===== config.mk =====
export PLATFORM = sky130hd
export DESIGN_NAME = ext_irq_ctrl
export DESIGN_NICKNAME = d
export VERILOG_FILES = /design/src/rtl/ext_irq_ctrl.sv
export SDC_FILE = /design/constraint.sdc
export NUM_CORES = 1
export LEC_CHECK = 0
export BUFFER_PORTS_ARGS = -buffer_cell sky130_fd_sc_hd__buf_2
export CORE_UTILIZATION = 31
export DETAILED_ROUTE_END_ITERATION = 10
export HOLD_SLACK_MARGIN = 0.02
export SYNTH_ARGS = -nofsm -noshare
export SYNTH_HDL_FRONTEND = slang
export SYNTH_SLANG_ARGS = --single-unit
export TNS_END_PERCENT = 50

===== constraint.sdc =====
create_clock -name clk -period 1 [get_ports clk]
set_input_delay 0.15 -clock clk [delete_from_list [all_inputs] [get_ports clk]]
set_output_delay 0.15 -clock clk [all_outputs]
set_load 0.005 [all_outputs]

===== src/rtl/ext_irq_ctrl.sv =====
module ext_irq_ctrl #(
  parameter int NPORT       = 4,
  parameter bit MERGE_PORTS = 1'b1,
  parameter bit LEVEL_MODE  = 1'b0
) (
  input  logic             clk,
  input  logic             rst_n,
  input  logic             req_pin_n,
  input  logic [NPORT-1:0] port_n,
  input  logic             aux_pin_n,
  input  logic             wr_en,
  input  logic [7:0]       wr_data,
  output logic [7:0]       rd_data,
  output logic             irq_o,
  output logic             pin_level_o
);
  localparam int B_MEN  = 7;
  localparam int B_AEN  = 6;
  localparam int B_MFLG = 3;
  localparam int B_AFLG = 2;
  localparam int B_MACK = 1;
  localparam int B_AACK = 0;

  logic       main_src_n;
  logic [1:0] main_sync, aux_sync, pin_sync;
  logic       main_prev, aux_prev;
  logic       main_fall, aux_fall;
  logic       main_flag, aux_flag, main_en, aux_en;
  logic       main_ack, aux_ack, main_level;

  generate
    if (MERGE_PORTS) begin : g_merge
      assign main_src_n = req_pin_n & (&port_n);
    end else begin : g_solo
      assign main_src_n = req_pin_n;
    end
  endgenerate

  always_ff @(posedge clk or negedge rst_n) begin
    if (!rst_n) begin
      main_sync <= 2'b11;
      aux_sync  <= 2'b11;
      pin_sync  <= 2'b11;
      main_prev <= 1'b1;
      aux_prev  <= 1'b1;
    end else begin
      main_sync <= {main_sync[0], main_src_n};
      aux_sync  <= {aux_sync[0], aux_pin_n};
      pin_sync  <= {pin_sync[0], req_pin_n};
      main_prev <= main_sync[1];
      aux_prev  <= aux_sync[1];
    end
  end

  assign main_fall  = main_prev & ~main_sync[1];
  assign aux_fall   = aux_prev & ~aux_sync[1];
  assign main_ack   = wr_en & wr_data[B_MACK];
  assign aux_ack    = wr_en & wr_data[B_AACK];
  assign main_level = LEVEL_MODE & ~main_sync[1];

  always_ff @(posedge clk or negedge rst_n) begin
    if (!rst_n) begin
      main_en   <= 1'b1;
      aux_en    <= 1'b0;
      main_flag <= 1'b0;
      aux_flag  <= 1'b0;
    end else begin
      if (wr_en) begin
        main_en <= wr_data[B_MEN];
        aux_en  <= wr_data[B_AEN];
      end
      if (main_fall)     main_flag <= 1'b1;
      else if (main_ack) main_flag <= 1'b0;
      if (aux_fall)      aux_flag  <= 1'b1;
      else if (aux_ack)  aux_flag  <= 1'b0;
    end
  end

  always_comb begin
    rd_data         = '0;
    rd_data[B_MEN]  = main_en;
    rd_data[B_AEN]  = aux_en;
    rd_data[B_MFLG] = main_flag;
    rd_data[B_AFLG] = aux_flag;
  end

  assign irq_o       = (main_en & (main_flag | main_level)) | (aux_en & aux_flag);
  assign pin_level_o = pin_sync[1];
endmodule



# Word level (Yosys, flattened, before mapping)
# Index checks and enable logic that the tools add are counted.
[word_totals]
regBits = 12
output_inout_bits = 10
wordCells = 26
[op_classes]
n_mux = 4
n_bitwise = 10
reduce_logical = 3
[op_table]
columns = ["op", "count"]
rows = [
  ["AND 1 bit", 7],
  ["two-way mux 1 bit", 4],
  ["AND reduction 4 bit", 1],
  ["nonzero test 2 bit", 2],
  ["NOT 1 bit", 2],
  ["bitwise OR 1 bit", 1],
]

# Depth between registers and ports, before layout
# Gate-level depths: netlist of the first run.
[depth]
depth_word = 3
ltp_mapped = 2
mapped_depth_nobuf = 2

# Worst setup path after synthesis of the first run
# Ideal clock, no wire load.
[synth_timing]
kind = "register -> register"
from = "register aux_sync[1]"
to = "register aux_flag"
setup_time_ps = 121
t_arrival_ps = 738
required_ps = 879
slack_ps = 141
path_stages_with_launch = 3
path_buffers = 0
synth_period_minus_slack_ps = 859
cell_sequence = "dfstp_2 -> inv_1 -> a22o_1"
[synth_via]
elab_chain_len = 3
[synth_rtl]
columns = ["element", "line", "rtl"]
rows = [
  ["from (decl)", "25", "logic [1:0] main_sync, aux_sync, pin_sync;"],
  ["from (signal assigned)", "48", "aux_sync <= {aux_sync[0], aux_pin_n};"],
  ["NOT 1 bit *", "56", "assign aux_fall = aux_prev & ~aux_sync[1];"],
  ["AND 1 bit *", "56", ""],
  ["two-way mux 1 bit or nonzero test 2 bit (tied branches)", "-", ""],
  ["to (signal assigned)", "66", "aux_flag <= 1'b0;"],
  ["to (signal assigned)", "74", "if (aux_fall) aux_flag <= 1'b1;"],
  ["to (signal assigned)", "75", "else if (aux_ack) aux_flag <= 1'b0;"],
  ["to (decl)", "28", "logic main_flag, aux_flag, main_en, aux_en;"],
]
# Mark *: on every way between the ends. The rest lies on a longest branch, timed or not.
# A chain may end at the register's enable or synchronous reset.

# Final worst setup path of the first run
[layout_timing]
from = "register main_en"
to = "output irq_o"
[layout_via]
elab_chain_len = 2
[layout_rtl]
columns = ["element", "line", "rtl"]
rows = [
  ["from (decl)", "28", ""],
  ["from (signal assigned)", "69", "main_en <= wr_data[B_MEN];"],
  ["AND 1 bit", "87", "assign irq_o = (main_en & (main_flag | main_level)) | (aux_en & aux_flag);"],
  ["bitwise OR 1 bit", "87", ""],
  ["to (decl)", "14", "output logic irq_o,"],
]
# No other way between the ends.

==> flow_results.xml, run 1 <==
<?xml version="1.0" encoding="UTF-8"?>
<metrics>
  <group name="outcome">
    <metric name="outcome" unit="">complete, but fails checks</metric>
    <metric name="violations" unit="">negative setup slack</metric>
  </group>
  <group name="critical_path">
    <metric name="timing.rr.end" unit="">main_flag</metric>
    <metric name="critical_path.max_fanout" unit="">3</metric>
    <metric name="path_depth" unit="">2</metric>
    <metric name="critPathRequiredTime" unit="ps">850</metric>
    <metric name="crit_end" unit="">irq_o</metric>
    <metric name="launching_instance_or_port_of_the_critical_path" unit="">main_en</metric>
    <metric name="critPathLaunchType" unit="">flop</metric>
    <metric name="setup.worst_path.end_class" unit="">output pin</metric>
    <metric name="slowest_stage" unit="">sky130_fd_sc_hd__dfstp_2</metric>
    <metric name="regToRegStartpoint" unit="">main_sync[1]</metric>
    <metric name="arrival" unit="ps">1010</metric>
    <metric name="rrSetupSlack" unit="ps">120</metric>
    <metric name="worst_path_largest_cell_delay" unit="ps">530</metric>
    <metric name="critPathTopFamily" unit="">flip-flops</metric>
    <metric name="rr_worst_depth" unit="">2</metric>
    <metric name="path_class" unit="">reg -&gt; out</metric>
    <metric name="crit_path_cell_trace" unit="">a22o_1, buf_2</metric>
    <metric name="worstPathBufferInverterCount" unit="">1</metric>
  </group>
  <group name="synth">
    <metric name="post_synth_instance_area" unit="um^2">452</metric>
    <metric name="synth_xor_xnor_area_share" unit="">0</metric>
    <metric name="yosysSeqAreaShare" unit="">0.690</metric>
    <metric name="synth.mux.area_fraction" unit="">0.0499</metric>
    <metric name="postSynthCellCount" unit="">33</metric>
    <metric name="ys_seq_elements" unit="">12</metric>
    <metric name="ys_warn_count" unit="">0</metric>
    <metric name="synth_simple_gate_area_share" unit="">0.0443</metric>
    <metric name="synth_top_family_by_area" unit="">buffers and inverters</metric>
    <metric name="synth_cell_types" unit="">10</metric>
    <metric name="postSynthAreaPerCell" unit="um^2">13.7</metric>
    <metric name="synth-adder-area-share" unit="">0</metric>
    <metric name="synth-compound-area-share" unit="">0.0582</metric>
  </group>
  <group name="floorplanning">
    <metric name="num_io_pins" unit="">27</metric>
    <metric name="initial_core_utilization" unit="">0.339</metric>
    <metric name="die_area" unit="um^2">1610</metric>
    <metric name="design.core.area" unit="um^2">1330</metric>
    <metric name="die_y" unit="um">40.2</metric>
    <metric name="row_count" unit="">13</metric>
    <metric name="die-width" unit="um">40.2</metric>
  </group>
  <group name="route">
    <metric name="initialDrtViolationCount" unit="">2</metric>
    <metric name="vias_per_cell" unit="">4.12</metric>
    <metric name="detail-route-antenna-nets" unit="">0</metric>
    <metric name="via_count" unit="">284</metric>
    <metric name="drc" unit="">0</metric>
    <metric name="drt-pass1-iter-count" unit="">2</metric>
    <metric name="wl" unit="um">626</metric>
    <metric name="routed_wire_length_per_instance" unit="um">9.07</metric>
  </group>
  <group name="final_layout">
    <metric name="drive_gt1_frac" unit="">0.611</metric>
    <metric name="numnets_final" unit="">72</metric>
    <metric name="layout.cells.most_common" unit="">sky130_fd_sc_hd__buf_2</metric>
    <metric name="fillerInstances" unit="">126</metric>
    <metric name="finish.cell_count_without_fillers" unit="">69</metric>
    <metric name="num_antenna_cells" unit="">0</metric>
    <metric name="mostFrequentLayoutCells" unit="">sky130_fd_sc_hd__buf_2 (16), sky130_fd_sc_hd__dfstp_2 (9), sky130_fd_sc_hd__conb_1 (4)</metric>
    <metric name="synth_to_final_area_change" unit="%">31.0</metric>
  </group>
  <group name="timing">
    <metric name="final_worst_path_setup_slack" unit="ps">-158</metric>
    <metric name="final.setup.tns" unit="ps">-257</metric>
    <metric name="final-setup-viol-count" unit="">4</metric>
    <metric name="grt_setup_unrepaired" unit="">true</metric>
    <metric name="final.setup_skew" unit="ps">8.92</metric>
    <metric name="fmaxAchievable" unit="GHz">0.863</metric>
    <metric name="hold_slack" unit="ps">54.7</metric>
    <metric name="finalCriticalPeriod" unit="ps">1160</metric>
    <metric name="hold_viol_final" unit="">0</metric>
    <metric name="slew_violations" unit="">0</metric>
    <metric name="period_share" unit="">1.16</metric>
  </group>
  <group name="flow_run">
    <metric name="cap_violations" unit="">0</metric>
  </group>
  <group name="global_routing">
    <metric name="grt_pass1_vias" unit="">294</metric>
    <metric name="grtUsageTotal" unit="">0.110</metric>
    <metric name="grt_pass1_wl" unit="um">1060</metric>
    <metric name="largest_net_degree_at_the_start_of_global_routing" unit="">13</metric>
    <metric name="grt_antenna_before_repair" unit="">0</metric>
    <metric name="global_route.overflow_total" unit="">0</metric>
  </group>
  <group name="min_path">
    <metric name="hold_path.class" unit="">in -&gt; reg</metric>
    <metric name="whs_path_depth" unit="">3</metric>
  </group>
  <group name="place">
    <metric name="hpwl" unit="um">460</metric>
    <metric name="place.gp.congestion" unit="">0.567</metric>
    <metric name="dp_cells" unit="">61</metric>
    <metric name="portBuffers" unit="">18</metric>
  </group>
  <group name="pwr">
    <metric name="total_power" unit="W">0.000947</metric>
    <metric name="power_per_cell_area" unit="nW/um^2">1600</metric>
    <metric name="worst_ir_drop_vdd" unit="mV">0.678</metric>
    <metric name="p_leak" unit="nW">0.288</metric>
  </group>
  <group name="clock_tree">
    <metric name="cts-htree-levels" unit="">1</metric>
    <metric name="clock_latency" unit="ps">260</metric>
    <metric name="clockRootBuffer" unit="">sky130_fd_sc_hd__clkbuf_4</metric>
    <metric name="cts-buffers-inserted" unit="">3</metric>
    <metric name="cts_buffer_depth" unit="">2</metric>
    <metric name="tritoncts_clock_tree" unit="">done</metric>
    <metric name="cts.clk_slew.worst_paths" unit="ps">70</metric>
    <metric name="clkSinkCount" unit="">12</metric>
  </group>
</metrics>
-- metal layers --
| metal | share of wire | GRT usage |
|---|---|---|
| met5 | 0 | 0 |
| met4 | 0 | 0.100 |
| met3 | 0.081 | 0.0333 |
| met2 | 0.53 | 0.198 |
| met1 | 0.39 | 0.0961 |
-- cells by family (layout without fill, tap and decap cells) --
kind of cell / Yosys count / after routing
AOI/OAI and AO/OA: 3 / 3
buffers and inverters: 10 / 28
DFF: 12 / 12
muxes: 2 / 2
other: 1 / 4
and+or+nand+nor: 5 / 5
-- state kept, by name (all words and copies together), names as in the netlist --
signal,count
aux_flag,1
main_en,1
main_sync,2
main_prev,1
aux_en,1
pin_sync,2
aux_prev,1
aux_sync,2
main_flag,1
-- final cells by class --
type / instances / area (um^2) / area share
flip-flops and latches: 12 / 312 / 0.526
repair buffers: 22 / 144 / 0.243
multi-input cells: 14 / 83.8 / 0.142
clock buffers: 4 / 26.3 / 0.0444
well taps: 15 / 18.8 / 0.0317
inverters: 2 / 7.51 / 0.0127
-- timing repair --
action,4_1_cts,5_1_grt
cloned,0,0
pin swaps,1,0
setup buffers,1,0
hold buffers,3,0
endpoints found under the setup margin,3,4
endpoints found under the hold margin,14,0
resized for setup,2,1
-- cells in the mapped netlist --
master	instances	area, um^2
sky130_fd_sc_hd__dfrtp_1	3	75.1
sky130_fd_sc_hd__mux2_2	2	22.5
sky130_fd_sc_hd__a22o_1	3	26.3
sky130_fd_sc_hd__inv_1	2	7.51
sky130_fd_sc_hd__conb_1	1	3.75
sky130_fd_sc_hd__dfstp_2	9	236
sky130_fd_sc_hd__nand3_1	1	5.00
sky130_fd_sc_hd__nand2_1	3	11.3
sky130_fd_sc_hd__buf_4	8	60.1
sky130_fd_sc_hd__nor2_1	1	3.75
-- worst min-delay path: cells and delay by family --
kind / cells / cell delay [ps]
buf+inv: 1 / 90
simple gates: 2 / 80
-- power breakdown --
group	switching [W]	internal [W]
Combinational	0.0000414	0.0000682
Sequential	0.0000152	0.000526
Clock	0.000142	0.000154
-- how the worst min path moves through the flow --
| stage | start | endpoint | slack, ps |
|---|---|---|---|
| finish | port_n[2] | main_sync[0] | 50 |
| global route | port_n[2] | main_sync[0] | 60 |
| CTS | port_n[2] | main_sync[0] | 40 |
| detailed placement | rst_n | aux_flag | 30 |
| global placement | rst_n | aux_flag | 30 |
| floorplan | rst_n | aux_en | -150 |
-- per-stage QoR --
stage / setup WS [ps] / util / area [um^2]
floorplan: 141 / - / 463
global placement: 114 / 0.384 / 512
detailed placement: 111 / 0.384 / 512
CTS: -176 / 0.439 / 586
global route: -235 / 0.444 / 592
finish: -158 / 0.444 / 592
(Power assumes the default switching activity.)
==> run 2, diff against run 1 <==
- CORE_AREA: not set -> 2 2 39 41
- CORE_UTILIZATION: 31 -> not set
- DIE_AREA: not set -> 0 0 41 43
- PLACE_DENSITY: not set -> 0.65
==> flow_results.xml, run 2 (synthesis results as in run 1) <==
<?xml version="1.0" encoding="UTF-8"?>
<metrics>
  <group name="clock_tree">
    <metric name="tritoncts_clock_tree" unit="">done</metric>
    <metric name="post_cts_sizing" unit="">0</metric>
    <metric name="cts_buffer_depth" unit="">2</metric>
    <metric name="clockRootBuffer" unit="">sky130_fd_sc_hd__clkbuf_4</metric>
    <metric name="clock_latency" unit="ps">260</metric>
    <metric name="cts-htree-levels" unit="">1</metric>
    <metric name="cts-buffers-inserted" unit="">3</metric>
    <metric name="clkSinkCount" unit="">12</metric>
    <metric name="cts.clk_slew.worst_paths" unit="ps">70</metric>
  </group>
  <group name="floorplanning">
    <metric name="design.core.area" unit="um^2">1380</metric>
    <metric name="initial_core_utilization" unit="">0.326</metric>
    <metric name="die_area" unit="um^2">1760</metric>
    <metric name="row_count" unit="">14</metric>
    <metric name="die_y" unit="um">43</metric>
    <metric name="die-width" unit="um">41</metric>
    <metric name="num_io_pins" unit="">27</metric>
  </group>
  <group name="route">
    <metric name="vias_per_cell" unit="">4.00</metric>
    <metric name="routed_wire_length_per_instance" unit="um">9.35</metric>
    <metric name="wl" unit="um">645</metric>
    <metric name="via_count" unit="">276</metric>
    <metric name="drc" unit="">0</metric>
    <metric name="initialDrtViolationCount" unit="">1</metric>
    <metric name="drt-pass1-iter-count" unit="">2</metric>
    <metric name="detail-route-antenna-nets" unit="">0</metric>
  </group>
  <group name="critical_path">
    <metric name="setup.worst_path.end_class" unit="">output pin</metric>
    <metric name="worstPathBufferInverterCount" unit="">1</metric>
    <metric name="critical_path.max_fanout" unit="">3</metric>
    <metric name="slowest_stage" unit="">sky130_fd_sc_hd__dfstp_2</metric>
    <metric name="rr_worst_depth" unit="">2</metric>
    <metric name="regToRegStartpoint" unit="">aux_sync[1]</metric>
    <metric name="rrSetupSlack" unit="ps">120</metric>
    <metric name="critPathLaunchType" unit="">flop</metric>
    <metric name="launching_instance_or_port_of_the_critical_path" unit="">main_en</metric>
    <metric name="worst_path_largest_cell_delay" unit="ps">540</metric>
    <metric name="timing.rr.end" unit="">aux_flag</metric>
    <metric name="crit_path_cell_trace" unit="">a22o_1, buf_2</metric>
    <metric name="arrival" unit="ps">1020</metric>
    <metric name="critPathTopFamily" unit="">flip-flops</metric>
    <metric name="crit_end" unit="">irq_o</metric>
    <metric name="critPathRequiredTime" unit="ps">850</metric>
    <metric name="path_class" unit="">reg -&gt; out</metric>
    <metric name="path_depth" unit="">2</metric>
  </group>
  <group name="timing">
    <metric name="hold_slack" unit="ps">76.9</metric>
    <metric name="period_share" unit="">1.17</metric>
    <metric name="final.setup_skew" unit="ps">10.0</metric>
    <metric name="finalCriticalPeriod" unit="ps">1170</metric>
    <metric name="hold_viol_final" unit="">0</metric>
    <metric name="fmaxAchievable" unit="GHz">0.853</metric>
    <metric name="slew_violations" unit="">0</metric>
    <metric name="final-setup-viol-count" unit="">3</metric>
    <metric name="final_worst_path_setup_slack" unit="ps">-173</metric>
    <metric name="grt_setup_unrepaired" unit="">true</metric>
  </group>
  <group name="global_routing">
    <metric name="globalRouteMet3Util" unit="">0.0785</metric>
    <metric name="grtUsageTotal" unit="">0.0882</metric>
    <metric name="global_route.overflow_total" unit="">0</metric>
    <metric name="global_route.usage.met1" unit="">0.0724</metric>
    <metric name="grt_pass1_wl" unit="um">952</metric>
    <metric name="met2_usage" unit="">0.138</metric>
    <metric name="globalRoute.busiestLayer" unit="">met2</metric>
    <metric name="grt_pass1_vias" unit="">261</metric>
    <metric name="grt_antenna_before_repair" unit="">0</metric>
    <metric name="largest_net_degree_at_the_start_of_global_routing" unit="">13</metric>
  </group>
  <group name="min_path">
    <metric name="hold_path.class" unit="">in -&gt; reg</metric>
    <metric name="min_from" unit="">port_n[2]</metric>
  </group>
  <group name="pwr">
    <metric name="power_per_cell_area" unit="nW/um^2">1640</metric>
    <metric name="worst_ir_drop_vdd" unit="mV">0.739</metric>
    <metric name="p_leak" unit="nW">0.279</metric>
  </group>
  <group name="outcome">
    <metric name="violations" unit="">negative setup slack</metric>
    <metric name="outcome" unit="">complete, but fails checks</metric>
  </group>
  <group name="final_layout">
    <metric name="mostFrequentLayoutCells" unit="">sky130_fd_sc_hd__buf_2 (18), sky130_fd_sc_hd__dfstp_2 (9), sky130_fd_sc_hd__conb_1 (4)</metric>
    <metric name="fillerInstances" unit="">137</metric>
    <metric name="num_antenna_cells" unit="">0</metric>
    <metric name="drive_gt1_frac" unit="">0.604</metric>
    <metric name="largest_registers" unit="">aux_sync: 2 flops, main_sync: 2 flops, pin_sync: 2 flops</metric>
    <metric name="layout.core_utilization" unit="">0.411</metric>
    <metric name="layout.cells.most_common" unit="">sky130_fd_sc_hd__buf_2</metric>
    <metric name="synth_to_final_area_change" unit="%">26.0</metric>
    <metric name="numnets_final" unit="">71</metric>
  </group>
  <group name="flow_run">
    <metric name="cap_violations" unit="">0</metric>
  </group>
  <group name="place">
    <metric name="hpwl" unit="um">475</metric>
    <metric name="portBuffers" unit="">18</metric>
    <metric name="place.gp.congestion" unit="">0.594</metric>
  </group>
</metrics>
[run 2: changes by cell type in the layout (fill, tap and decap cells not counted), sizes merged]
cell / delta
buf: -1
[run 2: routing by layer]
layer,share of wire,vias up
met5,0,-
met3,0.13,0
li1,-,132
met1,0.40,124
met4,0,0
met2,0.47,20
[run 2: cell type report]
type,count,area [um^2],area share
timing repair buffer,21,120,0.211
inverter,2,7.51,0.0132
sequential,12,312,0.547
multi-input combinational,14,83.8,0.147
clock buffer,4,26.3,0.0462
tap,16,20.0,0.0352
[run 2: timing repair]
item / in CTS / in global routing
endpoints found under the hold margin: 14 / 0
hold buffers: 3 / 0
pin swaps: 1 / 0
setup buffers: 0 / 0
setup endpoints to repair: 3 / 3
[run 2: worst min-delay path: stages]
cell and delay, ps:
sky130_fd_sc_hd__buf_2 90, sky130_fd_sc_hd__nand2_1 50, sky130_fd_sc_hd__nor2_1 40
[run 2: power by group]
group	total (W)	internal [W]	switching, W	leakage [nW]
Combinational	0.0000979	0.0000575	0.0000404	0.134
Clock	0.000293	0.000154	0.000139	0.0150
Sequential	0.000542	0.000526	0.0000158	0.131
[run 2: worst min path at each step]
stage,to,slack (ps),cells after the start
5_1_grt,main_sync[0],90,3
4_1_cts,main_sync[0],70,3
3_3_place_gp,aux_en,30,1
6_report,main_sync[0],80,3
3_5_place_dp,main_flag,30,1
2_1_floorplan,aux_en,-150,0
[run 2: metrics by stage]
step | cells | power [W] | cell area (um^2) | TNS (ps) | setup slack [ps]
after floorplan | 36 | 0.000611 | 463 | 0 | 141
after global placement | 62 | 0.000635 | 513 | 0 | 117
after detailed placement | 62 | 0.000640 | 513 | 0 | 110
after CTS | 69 | 0.000951 | 569 | -292 | -187
after global routing | 69 | 0.000991 | 569 | -403 | -239
final | 69 | 0.000932 | 569 | -247 | -173
